$ cat src/rtl/fpcmp_pkg.sv
package fpcmp_pkg;
  localparam int EXP_W  = 11;
  localparam int FRAC_W = 52;
  localparam int WORD_W = 1 + EXP_W + FRAC_W;
  localparam int MAG_W  = EXP_W + FRAC_W;
  localparam int QUIET_BIT = FRAC_W - 1;
  localparam int TRUE_BIT  = WORD_W - 2;
  localparam logic [WORD_W-1:0] TRUE_WORD  = {{(WORD_W-1-TRUE_BIT){1'b0}}, 1'b1, {TRUE_BIT{1'b0}}};
  localparam logic [WORD_W-1:0] FALSE_WORD = '0;

  typedef enum logic [1:0] {
    CMP_UNORD = 2'b00,
    CMP_EQ    = 2'b01,
    CMP_LT    = 2'b10,
    CMP_LE    = 2'b11
  } cmpOp_e;

  typedef struct packed {
    logic load;
    logic clear;
  } cmpStrobe_t;
endpackage

$ cat src/rtl/fpcmp_ctrl.sv
module fpcmp_ctrl
  import fpcmp_pkg::*;
(
  input  logic       clk,
  input  logic       rstN,
  input  logic       inValid,
  output cmpStrobe_t strobe,
  output logic       outValid
);
  always_comb begin
    strobe.load  = inValid;
    strobe.clear = ~inValid;
  end

  always_ff @(posedge clk) begin
    if (!rstN) outValid <= 1'b0;
    else       outValid <= inValid;
  end

  AST_VALID_LATENCY: assert property (@(posedge clk) disable iff (!rstN)
    inValid |=> outValid);
  AST_IDLE_LATENCY: assert property (@(posedge clk) disable iff (!rstN)
    !inValid |=> !outValid);
endmodule

$ cat src/rtl/fpcmp_dp.sv
module fpcmp_dp
  import fpcmp_pkg::*;
(
  input  logic              clk,
  input  logic              rstN,
  input  cmpStrobe_t        strobe,
  input  logic [1:0]        opSel,
  input  logic [WORD_W-1:0] opA,
  input  logic [WORD_W-1:0] opB,
  output logic [WORD_W-1:0] resultWord,
  output logic              invalidFlag
);
  logic [WORD_W-1:0] operand [2];
  logic [1:0] isNan, isSnan, isZero, signBit;
  logic [MAG_W-1:0] mag [2];

  assign operand[0] = opA;
  assign operand[1] = opB;

  genvar g;
  generate
    for (g = 0; g < 2; g++) begin : gClassify
      logic [EXP_W-1:0]  expField;
      logic [FRAC_W-1:0] fracField;
      assign expField   = operand[g][WORD_W-2 -: EXP_W];
      assign fracField  = operand[g][FRAC_W-1:0];
      assign signBit[g] = operand[g][WORD_W-1];
      assign mag[g]     = operand[g][MAG_W-1:0];
      assign isNan[g]   = (&expField) && (|fracField);
      assign isSnan[g]  = isNan[g] && !fracField[QUIET_BIT];
      assign isZero[g]  = (mag[g] == '0);
    end
  endgenerate

  logic anyNan, anySnan, bothZero, ordEq, ordLt, cmpTrue;

  always_comb begin
    anyNan   = |isNan;
    anySnan  = |isSnan;
    bothZero = &isZero;
    ordEq    = bothZero || (opA == opB);
    if (bothZero)                  ordLt = 1'b0;
    else if (signBit[0] != signBit[1]) ordLt = signBit[0];
    else if (signBit[0])           ordLt = mag[0] > mag[1];
    else                           ordLt = mag[0] < mag[1];
    case (cmpOp_e'(opSel))
      CMP_UNORD: cmpTrue = anyNan;
      CMP_EQ:    cmpTrue = !anyNan && ordEq;
      CMP_LT:    cmpTrue = !anyNan && ordLt;
      default:   cmpTrue = !anyNan && (ordLt || ordEq);
    endcase
  end

  always_ff @(posedge clk) begin
    if (!rstN || strobe.clear) begin
      resultWord  <= FALSE_WORD;
      invalidFlag <= 1'b0;
    end else if (strobe.load) begin
      resultWord  <= cmpTrue ? TRUE_WORD : FALSE_WORD;
      invalidFlag <= anySnan;
    end
  end

  AST_RESULT_CODE: assert property (@(posedge clk) disable iff (!rstN)
    (resultWord == FALSE_WORD) || (resultWord == TRUE_WORD));
  AST_NAN_FALSE: assert property (@(posedge clk) disable iff (!rstN)
    (strobe.load && anyNan && opSel != CMP_UNORD) |=> (resultWord == FALSE_WORD));
  AST_NAN_UNORD: assert property (@(posedge clk) disable iff (!rstN)
    (strobe.load && anyNan && opSel == CMP_UNORD) |=> (resultWord == TRUE_WORD));
  AST_SNAN_FLAG: assert property (@(posedge clk) disable iff (!rstN)
    (strobe.load && anySnan) |=> invalidFlag);
  AST_ZERO_EQUAL: assert property (@(posedge clk) disable iff (!rstN)
    (strobe.load && bothZero && opSel == CMP_EQ) |=> (resultWord == TRUE_WORD));
  AST_ZERO_NOT_LESS: assert property (@(posedge clk) disable iff (!rstN)
    (strobe.load && bothZero && opSel == CMP_LT) |=> (resultWord == FALSE_WORD));
endmodule

$ cat src/rtl/fpcmp_unit.sv
module fpcmp_unit
  import fpcmp_pkg::*;
(
  input  logic              clk,
  input  logic              rstN,
  input  logic              inValid,
  input  logic [1:0]        opSel,
  input  logic [WORD_W-1:0] opA,
  input  logic [WORD_W-1:0] opB,
  output logic              outValid,
  output logic [WORD_W-1:0] resultWord,
  output logic              invalidFlag
);
  cmpStrobe_t strobe;

  fpcmp_ctrl uCtrl (
    .clk      (clk),
    .rstN     (rstN),
    .inValid  (inValid),
    .strobe   (strobe),
    .outValid (outValid)
  );

  fpcmp_dp uDp (
    .clk         (clk),
    .rstN        (rstN),
    .strobe      (strobe),
    .opSel       (opSel),
    .opA         (opA),
    .opB         (opB),
    .resultWord  (resultWord),
    .invalidFlag (invalidFlag)
  );

  AST_IDLE_CLEAR: assert property (@(posedge clk) disable iff (!rstN)
    !outValid |-> (resultWord == '0 && !invalidFlag));
endmodule

$ cat config.mk
export PLATFORM = sky130hd
export DESIGN_NAME = fpcmp_unit
export DESIGN_NICKNAME = d
export VERILOG_FILES = /design/src/rtl/fpcmp_pkg.sv /design/src/rtl/fpcmp_ctrl.sv /design/src/rtl/fpcmp_dp.sv /design/src/rtl/fpcmp_unit.sv
export SDC_FILE = /design/constraint.sdc
export NUM_CORES = 1
export LEC_CHECK = 0
export CAP_MARGIN = 20
export CELL_PAD_IN_SITES_DETAIL_PLACEMENT = 1
export CELL_PAD_IN_SITES_GLOBAL_PLACEMENT = 1
export CORE_UTILIZATION = 20
export DETAILED_ROUTE_END_ITERATION = 10
export PLACE_DENSITY_LB_ADDON = 0.1
export SKIP_LAST_GASP = 1
export SLEW_MARGIN = 15
export SYNTH_ARGS = -nofsm -noshare
export SYNTH_HDL_FRONTEND = slang
export SYNTH_SLANG_ARGS = --single-unit
$ cat constraint.sdc
create_clock -name clk -period 2.1 [get_ports clk]
set_input_delay 0.315 -clock clk [delete_from_list [all_inputs] [get_ports clk]]
set_output_delay 0.315 -clock clk [all_outputs]
set_load 0.005 [all_outputs]
-- Yosys cells after proc, flatten, opt, wreduce, memory -nomap -nowiden
Index checks and enable logic that the tools add are counted.
- order comparisons: 2
- equal/unequal tests: 4
- mux-type cells: 5
- bitwise operators: 1
- reduce and logical (&&, ||, !) cells: 24
- operators with widths (cell ; number):
    63-bit zero test ; 2
    52-bit OR reduction ; 2
    64-bit equality test ; 1
    63-bit > comparator ; 1
    63-bit less-than comparator ; 1
    63-bit two-way mux ; 1
    11-bit AND reduction ; 2
    1-bit logical AND ; 7
    1-bit zero test ; 4
    2-bit OR reduction ; 2
    1-bit logical OR ; 3
    1-bit two-way mux ; 3
    1-bit one-hot mux with 3 select lines ; 1
    2-bit by 1-bit equality test with 1-bit output, second input constant ; 1
    2-bit equality test, second input constant ; 1
    2-bit zero test ; 1
    2-bit AND reduction ; 1
    1-bit inequality test ; 1
    1-bit NOT ; 1
- bits in registers: 66
- input port bits: 133
- output and inout port bits: 66
- logic and storage cells: 39

-- Logic depth before layout (Yosys ltp)
Gate-level depths: netlist (run 1).
- depth after elaboration: 8
- mapped depth: 10
- gate-level depth less buffers: 10

-- By module
A second synthesis (run 1) with hierarchy kept.
- cells, all modules: 371
- area total of the unflattened synthesis: 2622.5 sq um
- modules (own cells, without submodules) (module ; times used ; cells an instance ; area each (sq um) ; seq. area each (sq um)):
    fpcmp_dp ; 1 ; 367 ; 2585.0 ; 40.0
    fpcmp_ctrl ; 1 ; 4 ; 37.5 ; 20.0

-- Least setup slack after synthesis (run 1)
Ideal clock, no wire load.
- path kind: input port to flip-flop
- start point: input opB[16]
- end point: register uDp.resultWord[62]
- setup time: 0.128 ns
- data arrival time: 1.938 ns
- required time: 1.972 ns
- setup slack: 0.034 ns
- stages: 10
- buffers on the path: 0
- path through: inv_1 ha_1 a21o_1 a221o_1 a221oi_2 a21oi_1 a21oi_1 nand4_1 a21boi_0 o32ai_2
- longest elaborated chain between the ends: 8
- elaborated cells on any way between the ends: 19
- classes of those cells: order compare (2); eq/ne (1); mux (5); reduce/logical (11)
- ends and longest elaborated chain (item ; RTL line ; source):
    start: declaration ; fpcmp_unit.sv:9 ; input logic [WORD_W-1:0] opB,
    63-bit less-than comparator or 63-bit > comparator (tied branches) ; fpcmp_dp.sv:45, fpcmp_dp.sv:44 ;
    1-bit two-way mux ; fpcmp_dp.sv:44 ; else if (signBit[0]) ordLt = mag[0] > mag[1];
    1-bit two-way mux ; fpcmp_dp.sv:43 ; else if (signBit[0] != signBit[1]) ordLt = signBit[0];
    1-bit two-way mux ; fpcmp_dp.sv:42 ; if (bothZero) ordLt = 1'b0;
    1-bit logical OR ; fpcmp_dp.sv:50 ; default: cmpTrue = !anyNan && (ordLt || ordEq);
    1-bit logical AND ; fpcmp_dp.sv:50 ;
    1-bit one-hot mux with 3 select lines * ; fpcmp_dp.sv:46 ; case (cmpOp_e'(opSel))
    63-bit two-way mux * ; fpcmp_dp.sv:59 ; resultWord <= cmpTrue ? TRUE_WORD : FALSE_WORD;
    end signal: assignment ; fpcmp_dp.sv:59 ;
    end: declaration ; fpcmp_dp.sv:10 ; output logic [WORD_W-1:0] resultWord,
Mark *: on every way between the ends. The rest lies on a longest branch, timed or not.
A chain may end at the register's enable or synchronous reset.

-- Final worst setup path (run 1)
- start point: input opA[33]
- end point: register uDp.resultWord[62]
- longest elaborated chain between the ends: 8
- elaborated cells on any way between the ends: 19
- classes of those cells: order compare (2); eq/ne (1); mux (5); reduce/logical (11)
- ends and longest elaborated chain (item ; RTL line ; source):
    start: declaration ; fpcmp_unit.sv:8 ; input logic [WORD_W-1:0] opA,
    63-bit less-than comparator or 63-bit > comparator (tied branches) ; fpcmp_dp.sv:45, fpcmp_dp.sv:44 ;
    1-bit two-way mux ; fpcmp_dp.sv:44 ;
    1-bit two-way mux ; fpcmp_dp.sv:43 ;
    1-bit two-way mux ; fpcmp_dp.sv:42 ;
    1-bit logical OR ; fpcmp_dp.sv:50 ;
    1-bit logical AND ; fpcmp_dp.sv:50 ;
    1-bit one-hot mux with 3 select lines * ; fpcmp_dp.sv:46 ;
    63-bit two-way mux * ; fpcmp_dp.sv:59 ;
Marks and branches as above.

==> flow_summary.toml, run 1 <==
[status]
status = "finished, violations left"
violations = "setup timing"

[critical_path]
crit_cells = 11
critPathKind = "primary input to register"
critPathRequiredTime_ps = 2200
path_buf_inv = 3
end_kind = "register"
cpLargestDelayFamily = "simple AND/OR/NAND/NOR gates"
crit_fanout = 2
worstPathCellList = "clkdlybuf4s50_1, nor4_2, nand3_1, nor4_2, buf_4, or4_4, nand2_4, nor2_4, buf_4, a31oi_4, o32ai_2"
cp_slowest_cell = "or4_4"
start_kind = "primary input"
worst-endpoint-arrival_ps = 2200
cpPeakStageDelay_ps = 550

[logic_synthesis]
synth-warning-count = 0
synthTopCellsByArea = "ha_1 32%, buf_4 18%, inv_1 9.8%"
ys_types = 34
synth_area_per_cell_um2 = 7.062
yosysSeqAreaShare = 0.02311
yosysTopAreaCell = "ha_1"
ys_ff_latch = 3
synthesis.area_mm2 = 0.002599
syn_inst = 368
yosysTopAreaCellShare = 0.3178

[detailed_routing]
post-route-drc-count = 0
via_per_inst = 4.295
totalWireLength_um = 11390
wl_per_cell_um = 15.25
ant_nets = 0
drtIter0Drc = 42
first_pass_iters = 4
vias = 3208

[pwr]
p_leak_nw = 2.469
p_comb_frac = 0.699
peakVddDrop_mv = 0.1892
internal_power_mw = 0.7459
power_density_mw_per_mm2 = 236.7
p_clk_frac = 0.251
power_frac_seq = 0.050
swShare = 0.3793
switchingPower_mw = 0.4558

[clock_network]
cts_hold_buf = 0
clockBufferDepth = 2
cts.sinks = 3
htree_levels = 1
numCtsBuffers = 3
cts_tree = "done"
clk_pin_slew_ps = 30
clock-root-buffer = "clkbuf_16"

[timing]
setup_viol = 1
max_clock_freq_ghz = 0.4757
finalHoldViolCount = 0
fin_hold_ws_ps = 571.5
rsz0062_at_grt = "yes"
setup_ws_ps = -2.312
finalCriticalPeriod_ps = 2102
fin_crit_sh = 1.001
fin_tns_setup_ps = -2.312
drv_slew = 0

[place]
pre_cts_ws_ps = -756.1
routabilityCongestion = 0.8101
place_area_mm2 = 0.004413
dp_cells = 739
place.detailed.hpwl_um = 9839
portBuffers = 135

[floorplan]
io_pins = 199
start_util = 0.2059
fp-row-count = 41
dieArea_mm2 = 0.01345
dieWidth_um = 116.0
core_area_mm2 = 0.01262
die_h_um = 116.0

[global_route]
grtUsageTotal = 0.1605
grt_antenna_before_repair = 1
grt_pass1_wl_um = 16730
grt_pass1_vias = 3468
grt_remaining_overflow = 0
grt_start_max_net_pins = 4

[finish]
layout.nets = 775
drive_above_1_share = 0.4104
n_antenna_cell = 0
synthToLayoutAreaGrowth_pct = 95.38
stdcell_count = 747
nFillCells = 1583
fin_area_mm2 = 0.005077

[flow_run]
maxCapViolations = 0

[min_path]
holdCritPathClass = "primary input to register"
hold_path_end = "uDp.invalidFlag$_SDFFE_PP0P_"
whs_path_depth = 3
min_from = "opB[51]"
[what timing repair did]
item | CTS | global route
endpoints found under the setup margin | 2 | 1
cloned | 0 | 0
pin swaps | 83 | 44
resized for setup | 293 | 115
setup buffers | 5 | 2
[area by class of cell]
type | instances | area (µm²) | area share
clock buffers | 4 | 78.83 | 0.01552
well taps | 172 | 215.2 | 0.04239
flip-flops and latches | 3 | 60.06 | 0.01183
inverters | 68 | 267.8 | 0.05274
repair buffers | 204 | 1640 | 0.3231
multi-input cells | 296 | 2815 | 0.5545
[kinds of logic (layout without fill, tap and decap cells)]
kind of cell / Yosys count / after routing / synth area share
buffers and inverters: 131 / 276 / 0.2802
AND/OR/NAND/NOR: 114 / 114 / 0.2475
adder cells (fa/ha/maj): 66 / 66 / 0.3178
AO/OA/AOI/OAI: 52 / 52 / 0.1266
flip-flops: 3 / 3 / 0.02311
other: 1 / 63 / 0.001443
XOR/XNOR: 1 / 1 / 0.003371
[registers in the layout, indices dropped and copies added (netlist names)]
signal	count
uDp.resultWord	1
uDp.invalidFlag	1
uCtrl.outValid	1
[layer usage]
| metal | vias to the layer above | wire length, µm | track usage |
|---|---|---|---|
| met5 | - | 13 | 0 |
| met4 | 2 | 2 | 0.005983 |
| met3 | 2 | 696 | 0.02197 |
| met2 | 111 | 5831 | 0.3139 |
| met1 | 1488 | 4846 | 0.1925 |
| li1 | 1605 | - | - |
[cell usage after synthesis]
master     count
nor3_1         3
nand2_1       22
a221o_1        1
nand3_1       14
a211oi_1       1
a21o_1         4
a21oi_1       25
o32ai_2        1
xor2_1         1
nor4_1        34
a21boi_0       1
nor2_1         7
nor4_2         2
o21a_1         1
o21ai_0        8
a2bb2oi_1      1
buf_4         63
dfxtp_1        3
o21bai_1       1
a221oi_1       2
inv_1         68
a31oi_1        2
a221oi_2       1
ha_1          66
nand4_1       24
conb_1         1
nand2b_1       2
o211ai_1       1
nor2b_4        1
nand3b_1       1
o22a_1         1
o31ai_1        1
or4_1          2
and2_1         2
[through the flow]
step	power (mW)	utilization
2_1_floorplan	0.4085	-
3_5_place_dp	0.8073	0.3497
6_report	1.202	0.4023
4_1_cts	1.171	0.3969
5_1_grt	1.308	0.4023
3_3_place_gp	0.7932	0.3497
[worst max path at each step]
stage	startpoint	end	slack, ps
final	opA[33]	uDp.resultWord[62]$_SDFFE_PP0P_	-2
after global routing	opB[12]	uDp.resultWord[62]$_SDFFE_PP0P_	-60
after CTS	opA[26]	uDp.resultWord[62]$_SDFFE_PP0P_	0.4
after detailed placement	opB[18]	uDp.resultWord[62]$_SDFFE_PP0P_	-760
after global placement	opB[16]	uDp.resultWord[62]$_SDFFE_PP0P_	-700
after floorplan	opB[16]	uDp.resultWord[62]$_SDFFE_PP0P_	30
[cell usage in the layout (no fill, tap or decap), types with 3 or more instances in the layout]
cell type,synthesis,layout
buf_2,0,9
clkdlybuf4s50_1,0,11
nor2_1,7,3
conb_1,1,63
dfxtp_1,3,3
nor4_2,2,16
dlygate4sd2_1,0,60
inv_2,0,18
ha_4,0,31
nor4_4,0,8
inv_1,68,45
buf_8,0,4
o21ai_0,8,4
nand2_1,22,19
buf_6,0,7
nor4_1,34,12
nand3_1,14,11
dlymetal6s2s_1,0,5
a21oi_2,0,6
nand4_1,24,24
inv_4,0,5
a21oi_1,25,19
clkbuf_16,0,3
clkbuf_2,0,31
clkdlybuf4s15_1,0,7
a21o_1,4,4
ha_1,66,34
buf_4,63,68
[power groups by stage]
stage	Clock, mW	Sequential, mW	Combinational, mW
6_report	0.301	0.0600	0.840
5_1_grt	0.313	0.0601	0.934
4_1_cts	0.305	0.0601	0.806
3_5_place_dp	0	0.0607	0.747
3_3_place_gp	0	0.0607	0.732
2_1_floorplan	0	0.0608	0.348
No activity file was read; power rests on OpenSTA's default activity.
==> inputs of run 2 (changes only) <==
- CTS_BUF_LIST: not set -> sky130_fd_sc_hd__clkbuf_8
==> run 2 against run 1 <==
  * The run still ends with setup timing left
  * Utilization is 0.54 points lower
  * Sequential power hardly changed
  * Die area stayed put
  * Critical path type unchanged
  * Critical endpoint unchanged
  * Largest power group unchanged
==> flow_summary.toml, run 2 (same netlist as run 1, synthesis figures left out) <==
[detailed_routing]
post-route-drc-count = 0
drtIter0Drc = 51
vias = 3196
via_per_inst = 4.296
totalWireLength_um = 11270
first_pass_iters = 4
wl_per_cell_um = 15.14
ant_nets = 0

[critical_path]
critPathRequiredTime_ps = 2230
cp_slowest_cell = "a221o_1"
worstPathCellList = "buf_4, ha_4, a21o_1, a221o_1, a221oi_4, a21oi_4, a21oi_2, nand4_1, nor2b_4, o32ai_2"
crit_fanout = 2
worst-endpoint-arrival_ps = 2260
end_kind = "register"
critPathKind = "primary input to register"
cpPeakStageDelay_ps = 350
start_kind = "primary input"

[place]
portBuffers = 135
routabilityCongestion = 0.8101
dp_cells = 739
place.detailed.hpwl_um = 9839
pre_cts_ws_ps = -756.1

[clock_network]
clk_pin_slew_ps = 30
cts_hold_buf = 0
clockBufferDepth = 2
numCtsBuffers = 3
cts.sinks = 3
htree_levels = 1
clock-root-buffer = "clkbuf_8"
cts_tree = "done"

[timing]
finalCriticalPeriod_ps = 2128
drv_slew = 0
finalHoldViolCount = 0
rsz0062_at_grt = "yes"
max_clock_freq_ghz = 0.4699
setup_viol = 1
setup_ws_ps = -28.03
fin_crit_sh = 1.013

[floorplan]
io_pins = 199
die_h_um = 116.0
dieArea_mm2 = 0.01345
start_util = 0.2059
dieWidth_um = 116.0
core_area_mm2 = 0.01262
fp-row-count = 41

[finish]
layout.nets = 772
n_antenna_cell = 0
synthToLayoutAreaGrowth_pct = 92.78
stdcell_count = 744
top_regs = "uCtrl.outValid x1, uDp.invalidFlag x1, uDp.resultWord x1"
mostFrequentLayoutCells = "91 x dlygate4sd2_1, 69 x buf_4, 63 x conb_1"
layout_commonest_cell = "dlygate4sd2_1"
drive_above_1_share = 0.3287

[global_route]
grt_start_max_net_pins = 4
grt_remaining_overflow = 0
grt_pass1_vias = 3487
grt_antenna_before_repair = 1
grtUsageTotal = 0.1629
grt_pass1_wl_um = 16910

[pwr]
power_frac_seq = 0.057
internal_power_mw = 0.6153
p_comb_frac = 0.788
p_clk_frac = 0.155
switchingPower_mw = 0.4348
swShare = 0.4140
power_density_mw_per_mm2 = 209.6
peakVddDrop_mv = 0.1609
p_leak_nw = 2.417

[min_path]
holdCritPathClass = "primary input to register"

[flow_run]
maxCapViolations = 0

[status]
status = "finished, violations left"
violations = "setup timing"
==> run 2: cell type report <==
class | instances | area (µm²)
fill | 1587 | 7610
multi-input combinational | 296 | 2749
timing repair buffer | 201 | 1683
inverter | 68 | 257.7
tap | 172 | 215.2
sequential | 3 | 60.06
clock buffer | 3 | 41.29
clock inverter | 1 | 3.754
==> run 2: timing repair <==
item                       CTS  global route
hold endpoints to repair     0             0
setup endpoints to repair    2             1
pin swaps                   83            13
gates resized for setup    294             8
buffers inserted             4             0
==> run 2: power groups by stage <==
stage          Clock (mW)  Combinational (mW)  Sequential, mW
2_1_floorplan           0               0.348          0.0608
3_3_place_gp            0               0.732          0.0607
3_5_place_dp            0               0.747          0.0607
4_1_cts             0.168               0.817          0.0600
5_1_grt             0.177               0.920          0.0600
6_report            0.163               0.827          0.0599
==> run 2: layer usage <==
layer	vias to the layer above	wire length (µm)	part of all wire	global-route usage
li1	1595	-	-	-
met1	1490	4784	0.42	0.1917
met2	107	5852	0.52	0.3230
met3	2	613	0.054	0.02144
met4	2	2	0.00018	0.008547
met5	-	13	0.0012	0
==> run 2: critical path, delay by kind of cell <==
family,cells,cell delay [ps]
compound gates,6,1310
simple gates,2,270
fa+ha+maj,1,210
buf+inv,1,130
==> run 2: worst paths after layout <==
kind                  startpoint                         endpoint  slack, ps  cells after the start
worst max-delay path     opA[16]  uDp.resultWord[62]$_SDFFE_PP0P_        -30                     10
worst min-delay path     opB[51]     uDp.invalidFlag$_SDFFE_PP0P_        620                      3
==> run 2: metrics by stage <==
| stage | hold slack, ps | utilization | setup TNS [ps] | area (µm²) | power, mW |
|---|---|---|---|---|---|
| after floorplan | 476.6 | - | 0 | 2831 | 0.4085 |
| after global placement | 954.5 | 0.3497 | -1021 | 4413 | 0.7932 |
| after detailed placement | 976.1 | 0.3497 | -1065 | 4413 | 0.8073 |
| after CTS | 640.2 | 0.3947 | 0 | 4981 | 1.045 |
| after global routing | 666.3 | 0.3970 | -161.3 | 5010 | 1.158 |
| final | 623.7 | 0.3970 | -28.03 | 5010 | 1.050 |
